[config.mk]
export PLATFORM = sky130hd
export DESIGN_NAME = tcam_lookup
export DESIGN_NICKNAME = d
export VERILOG_FILES = /design/src/rtl/tcam_pkg.sv /design/src/rtl/tcam_ctrl.sv /design/src/rtl/tcam_datapath.sv /design/src/rtl/tcam_lookup.sv
export SDC_FILE = /design/constraint.sdc
export NUM_CORES = 2
export LEC_CHECK = 0
export BUFFER_PORTS_ARGS = -buffer_cell sky130_fd_sc_hd__buf_2
export CAP_MARGIN = 20
export CORE_ASPECT_RATIO = 1.25
export CORE_UTILIZATION = 32
export DETAILED_ROUTE_END_ITERATION = 10
export PLACE_DENSITY = 0.46
export SYNTH_ARGS = -nofsm -noshare
export SYNTH_HDL_FRONTEND = slang
export SYNTH_SLANG_ARGS = --single-unit
[constraint.sdc]
create_clock -name clk -period 23.1 [get_ports clk]
set_input_delay 2.31 -clock clk [delete_from_list [all_inputs] [get_ports clk]]
set_output_delay 2.31 -clock clk [all_outputs]
set_load 0.02 [all_outputs]
[src/rtl/tcam_pkg.sv]
package tcam_pkg;

  typedef enum logic [2:0] {
    OP_IDLE     = 3'd0,
    OP_SRCH_PFX = 3'd1,
    OP_SRCH_EX  = 3'd2,
    OP_WR_RAW   = 3'd3,
    OP_WR_ENC   = 3'd4,
    OP_WR_NEXT  = 3'd5,
    OP_DEL_IDX  = 3'd6,
    OP_DEL_KEY  = 3'd7
  } tcamOp_t;

  typedef struct packed {
    logic srchPfx;
    logic srchEx;
    logic wrRaw;
    logic wrEnc;
    logic wrNext;
    logic delIdx;
    logic delKey;
  } tcamStrobe_t;

endpackage

[src/rtl/tcam_ctrl.sv]
module tcam_ctrl
  import tcam_pkg::*;
(
  input  logic        cmdValid,
  input  logic [2:0]  cmdOp,
  output tcamStrobe_t stb
);

  tcamOp_t opCode;

  always_comb begin
    opCode = tcamOp_t'(cmdOp);
    stb = '0;
    if (cmdValid) begin
      unique case (opCode)
        OP_SRCH_PFX: stb.srchPfx = 1'b1;
        OP_SRCH_EX:  stb.srchEx  = 1'b1;
        OP_WR_RAW:   stb.wrRaw   = 1'b1;
        OP_WR_ENC:   stb.wrEnc   = 1'b1;
        OP_WR_NEXT:  stb.wrNext  = 1'b1;
        OP_DEL_IDX:  stb.delIdx  = 1'b1;
        OP_DEL_KEY:  stb.delKey  = 1'b1;
        default:     stb = '0;
      endcase
    end
  end

endmodule

[src/rtl/tcam_datapath.sv]
module tcam_datapath
  import tcam_pkg::*;
#(
  parameter int DEPTH  = 16,
  parameter int WORD_W = 64,
  parameter int IDX_W  = $clog2(DEPTH)
) (
  input  logic              clk,
  input  logic              rstN,
  input  tcamStrobe_t       stb,
  input  logic [IDX_W-1:0]  cmdIndex,
  input  logic [WORD_W-1:0] cmdData,
  output logic              matchFlag,
  output logic [IDX_W-1:0]  matchIndex,
  output logic              activeValid,
  output logic [IDX_W-1:0]  activeAddr,
  output logic              full
);

  localparam int HALF_W = WORD_W / 2;

  logic [WORD_W-1:0] entryQ [DEPTH];
  logic [DEPTH-1:0]  validQ;

  logic [DEPTH-1:0]  pfxHit;
  logic [DEPTH-1:0]  exHit;
  logic [DEPTH-1:0]  selHit;

  logic [HALF_W-1:0] keyHalf;
  logic [HALF_W-1:0] encVal;
  logic [HALF_W-1:0] encMask;
  logic [WORD_W-1:0] wrData;

  logic              hitFound;
  logic [IDX_W-1:0]  hitIdx;
  logic              freeFound;
  logic [IDX_W-1:0]  freeIdx;
  logic              idxInRange;

  logic              doWrite;
  logic              doDelete;
  logic [IDX_W-1:0]  tgtIdx;

  assign keyHalf = cmdData[HALF_W-1:0];
  assign encVal  = cmdData[HALF_W-1:0];
  assign encMask = cmdData[WORD_W-1:HALF_W];

  // Per-entry comparators: a pair mismatches when the key selects a half holding 1
  for (genvar e = 0; e < DEPTH; e++) begin : gEntry
    logic [HALF_W-1:0] loHalf;
    logic [HALF_W-1:0] hiHalf;
    assign loHalf    = entryQ[e][HALF_W-1:0];
    assign hiHalf    = entryQ[e][WORD_W-1:HALF_W];
    assign pfxHit[e] = validQ[e] & ~|((keyHalf & hiHalf) | (~keyHalf & loHalf));
    assign exHit[e]  = validQ[e] & (entryQ[e] == cmdData);
  end

  assign selHit = stb.srchPfx ? pfxHit : exHit;

  // Lowest set bit of a vector, fixed depth regardless of contents
  function automatic logic [IDX_W:0] lowestSet(input logic [DEPTH-1:0] vec);
    logic [IDX_W:0] res;
    res = '0;
    for (int i = DEPTH - 1; i >= 0; i--) begin
      if (vec[i]) res = {1'b1, IDX_W'(i)};
    end
    return res;
  endfunction

  always_comb begin
    {hitFound, hitIdx}   = lowestSet(selHit);
    {freeFound, freeIdx} = lowestSet(~validQ);
  end

  assign idxInRange = (32'(cmdIndex) < DEPTH);

  always_comb begin
    wrData = stb.wrEnc ? {~encVal & encMask, encVal & encMask} : cmdData;
    if (stb.wrNext)      tgtIdx = freeIdx;
    else if (stb.delKey) tgtIdx = hitIdx;
    else                 tgtIdx = cmdIndex;
    doWrite  = ((stb.wrRaw | stb.wrEnc) & idxInRange) | (stb.wrNext & freeFound);
    doDelete = (stb.delIdx & idxInRange) | (stb.delKey & hitFound);
  end

  // Storage array and validity
  always_ff @(posedge clk) begin
    for (int i = 0; i < DEPTH; i++) begin
      if (doWrite && tgtIdx == IDX_W'(i)) entryQ[i] <= wrData;
    end
  end

  always_ff @(posedge clk) begin
    if (!rstN) begin
      validQ <= '0;
    end else begin
      for (int i = 0; i < DEPTH; i++) begin
        if (tgtIdx == IDX_W'(i)) begin
          if (doWrite)       validQ[i] <= 1'b1;
          else if (doDelete) validQ[i] <= 1'b0;
        end
      end
    end
  end

  // Registered search result
  always_ff @(posedge clk) begin
    if (!rstN) begin
      matchFlag  <= 1'b0;
      matchIndex <= '0;
    end else if (stb.srchPfx || stb.srchEx) begin
      matchFlag  <= hitFound;
      matchIndex <= hitFound ? hitIdx : '0;
    end
  end

  // Registered active address for the companion RAM
  always_ff @(posedge clk) begin
    if (!rstN) begin
      activeValid <= 1'b0;
      activeAddr  <= '0;
    end else begin
      activeValid <= doWrite | doDelete;
      if (doWrite || doDelete) activeAddr <= tgtIdx;
    end
  end

  assign full = &validQ;

endmodule

[src/rtl/tcam_lookup.sv]
module tcam_lookup
  import tcam_pkg::*;
#(
  parameter int DEPTH  = 16,
  parameter int WORD_W = 64,
  parameter int IDX_W  = $clog2(DEPTH)
) (
  input  logic              clk,
  input  logic              rstN,
  input  logic              cmdValid,
  input  logic [2:0]        cmdOp,
  input  logic [IDX_W-1:0]  cmdIndex,
  input  logic [WORD_W-1:0] cmdData,
  output logic              matchFlag,
  output logic [IDX_W-1:0]  matchIndex,
  output logic              activeValid,
  output logic [IDX_W-1:0]  activeAddr,
  output logic              full
);

  tcamStrobe_t stb;

  tcam_ctrl uCtrl (
    .cmdValid (cmdValid),
    .cmdOp    (cmdOp),
    .stb      (stb)
  );

  tcam_datapath #(
    .DEPTH  (DEPTH),
    .WORD_W (WORD_W),
    .IDX_W  (IDX_W)
  ) uData (
    .clk         (clk),
    .rstN        (rstN),
    .stb         (stb),
    .cmdIndex    (cmdIndex),
    .cmdData     (cmdData),
    .matchFlag   (matchFlag),
    .matchIndex  (matchIndex),
    .activeValid (activeValid),
    .activeAddr  (activeAddr),
    .full        (full)
  );

endmodule

==> run summary <==
share of cells above drive strength 1 -> 14.7%
CTS max path bufs -> 3
Clock power frac -> 43.2%
clock transition at the registers of the reported paths -> 60 ps
final RePlAce weighted congestion -> 1.01
Critical Path RT -> 23470 ps
cell total after placement -> 5952
Post-Synth Adder-Cell Area -> 0%
routing usage on met3 -> 9.35%
gr ovfl total -> 0
Clock Skew -> 59.3 ps
crit path time final -> 8720 ps
post-synthesis sequential area ratio -> 62.9%
Area Growth Syn to Fin -> 15.6%
crit-path max FO -> 59
routing usage on met2 -> 54.9%
Slew Limit Headroom -> 15.1%
Leak -> 18.4 nW
Switching Share -> 27.0%
prevailing post-synth register cell -> edfxtp_1
port bufs -> 84
Switching Power -> 1.24 mW
hold_buf cts -> 0
placed cell areas -> 0.0535 sq mm
final hold violations -> 0
DR vias/cell -> 6.79
Synth Instances -> 3853
CP Class -> in2reg
synthesized area per cell -> 12.9 sq um
core area -> 0.154 sq mm
CTS buffer count -> 112
CTS tree -> yes
worst slew pin tran -> 1260 ps
root buf cell -> clkbuf_16
Max Clock Freq -> 115 MHz
initial antenna violation count -> 26
crit path capture type -> register
vias in the first global route -> 39200
final critical-path share of the clock period -> 37.7%
Fillers -> 14900
final slew viol count -> 0
total track usage -> 36.6%
Initial DRT Pass Iterations -> 6
Final Cell Area -> 0.0575 sq mm
first-pass GRT wire length -> 380000 microns
H-tree lvl count -> 3
post-synth cell types -> 88
starting density of the core -> 32.3%
hold slack -> 460 ps
Simple-Gate Fraction of Synth Area -> 12.6%
ys async rst share -> 0%
Max Cap Viol -> 0
NumNets Final -> 4103
status -> completed
Post-synth EDFFs -> 1024
die height -> 443 microns
XOR/XNOR Fraction of Synth Area -> 8.28%
met1 usage -> 46.0%
Setup WS post-layout -> 14380 ps
Syn Nets -> 3927
largest net degree at the start of global routing -> 66
DP HPWL -> 190000 microns
die area -> 0.157 sq mm
drc violations -> 0
die width -> 355 microns
mux cell area share after synthesis -> 0.0604%
final core utilization -> 37.3%
clk_lat worst skew -> 790 ps
Compound-Gate Fraction of Synth Area -> 12.9%
RSZ-0062 raised after global routing -> false
FP Rows -> 161
synth warn -> 0
Tightest Hold Check Type -> reg2reg
worst slack at placement -> 13980 ps
main combinational cell family by area after synthesis -> compound AO/OA/AOI/OAI gates
Post-CTS Resized -> 0
Logic pwr share -> 10.6%
Final setup viols -> 0
Via Count -> 42000
IO Count -> 85
WL/cell -> 47.7 microns
Power Total -> 4.58 mW
Arrival @ worst endpoint -> 9090 ps
Int Pwr -> 3.34 mW
PD cells -> 79.7 mW/mm^2
Post-Syn Area -> 0.0497 sq mm
Setup crit start kind -> primary input
total routed wirelength -> 295000 microns
postcts setup bufs -> 0
Seq pwr share -> 46.2%
GRT Max-Usage Layer -> met2
FF+latch count, synth -> 1050
non-filler instance count after layout -> 6182
clock sinks -> 1050
Setup TNS -> 0 ps
DR iter-0 viols -> 7578
worst vdd ir -> 0.0685 mV
antenna-violating nets left -> 0
## area by class of cell
| cell class | instances | area [sq um] | share of cell area [%] |
|---|---|---|---|
| Sequential cell | 1050 | 31300 | 54.4 |
| Clock buffer | 130 | 2940 | 5.12 |
| Multi-Input combinational cell | 2436 | 17100 | 29.8 |
| Clock inverter | 81 | 987 | 1.72 |
| Antenna cell | 19 | 47.5 | 0.0827 |
| Timing Repair Buffer | 297 | 2040 | 3.55 |
| Inverter | 132 | 498 | 0.866 |
| Tap cell | 2037 | 2550 | 4.43 |
## logic make-up after synthesis
group,after synthesis
DFF,1050
xor gates and xnor gates,470
AOI/OAI and AO/OA,866
muxes,3
buffers and inverters,367
and+or+nand+nor,1097
## critical path, stage by stage
cell and delay [ps]:
buf_2 480, buf_4 550, clkinv_2 760, nand2_1 280
nand4_1 150, or4b_2 640, nor3_1 780, a21oi_1 290
o211a_1 320, o21ai_2 290, a21oi_4 130, or2_1 420
nor3_2 670, buf_4 780
## registers in the layout, summed over array words and instances, names as in the netlist
signal and flops:
uData.activeValid 1, uData.activeAddr 4, uData.matchIndex 4, uData.entryQ 1024, uData.matchFlag 1, uData.validQ 16
## power groups by stage
stage / Combinational (mW) / Sequential [mW] / Clock (mW)
floorplan: 0.186 / 2.15 / 0
global placement: 0.462 / 2.16 / 0
detailed placement: 0.458 / 2.16 / 0
CTS: 0.459 / 2.12 / 1.98
global route: 0.470 / 2.12 / 2.04
finish: 0.486 / 2.12 / 1.98
## synthesized netlist by cell type (all sizes together) (43+ instances only)
master	n	share of area, %
o22ai	200	2.5
a22o	85	1.5
nor2	84	0.63
a221oi	58	1.0
buf	189	2.0
nor4	191	2.4
a22oi	207	3.1
nand4	181	2.3
nand2	172	1.3
xnor2	211	3.7
a21oi	70	0.74
nor3	79	0.82
inv	129	0.97
o2111ai	43	0.76
clkbuf	46	0.35
nor2b	189	2.4
xor2	259	4.6
o21ai	44	0.48
nand2b	76	0.96
edfxtp	1024	62
## path summary, 6_finish.rpt
kind,start,endpoint,slack (ps),depth (start not counted)
setup / recovery,cmdData[9],uData.entryQ[0][100],14380,14
hold / removal,uData.matchIndex[2],uData.matchIndex[2],460,2
setup reg to reg,uData.entryQ[5][105],uData.entryQ[0][100],16340,14
hold reg to reg,uData.matchIndex[2],uData.matchIndex[2],460,2
## metal layers
layer	up-vias	wire length [microns]
met2	3916	128000
met4	8	22900
met1	21500	108000
met5	-	91
li1	15500	-
met3	1027	35700
## cells in the final DEF, fill, tap and decap left out, drive strengths merged, types with 85 or more instances in the layout
cell type	count
buf	297
nand2	172
nor4	191
nor2b	189
nand4	181
edfxtp	1024
inv	132
a22o	85
o22ai	200
xor2	259
xnor2	211
clkbuf	130
a22oi	207
No activity file was read; power rests on OpenSTA's default activity.
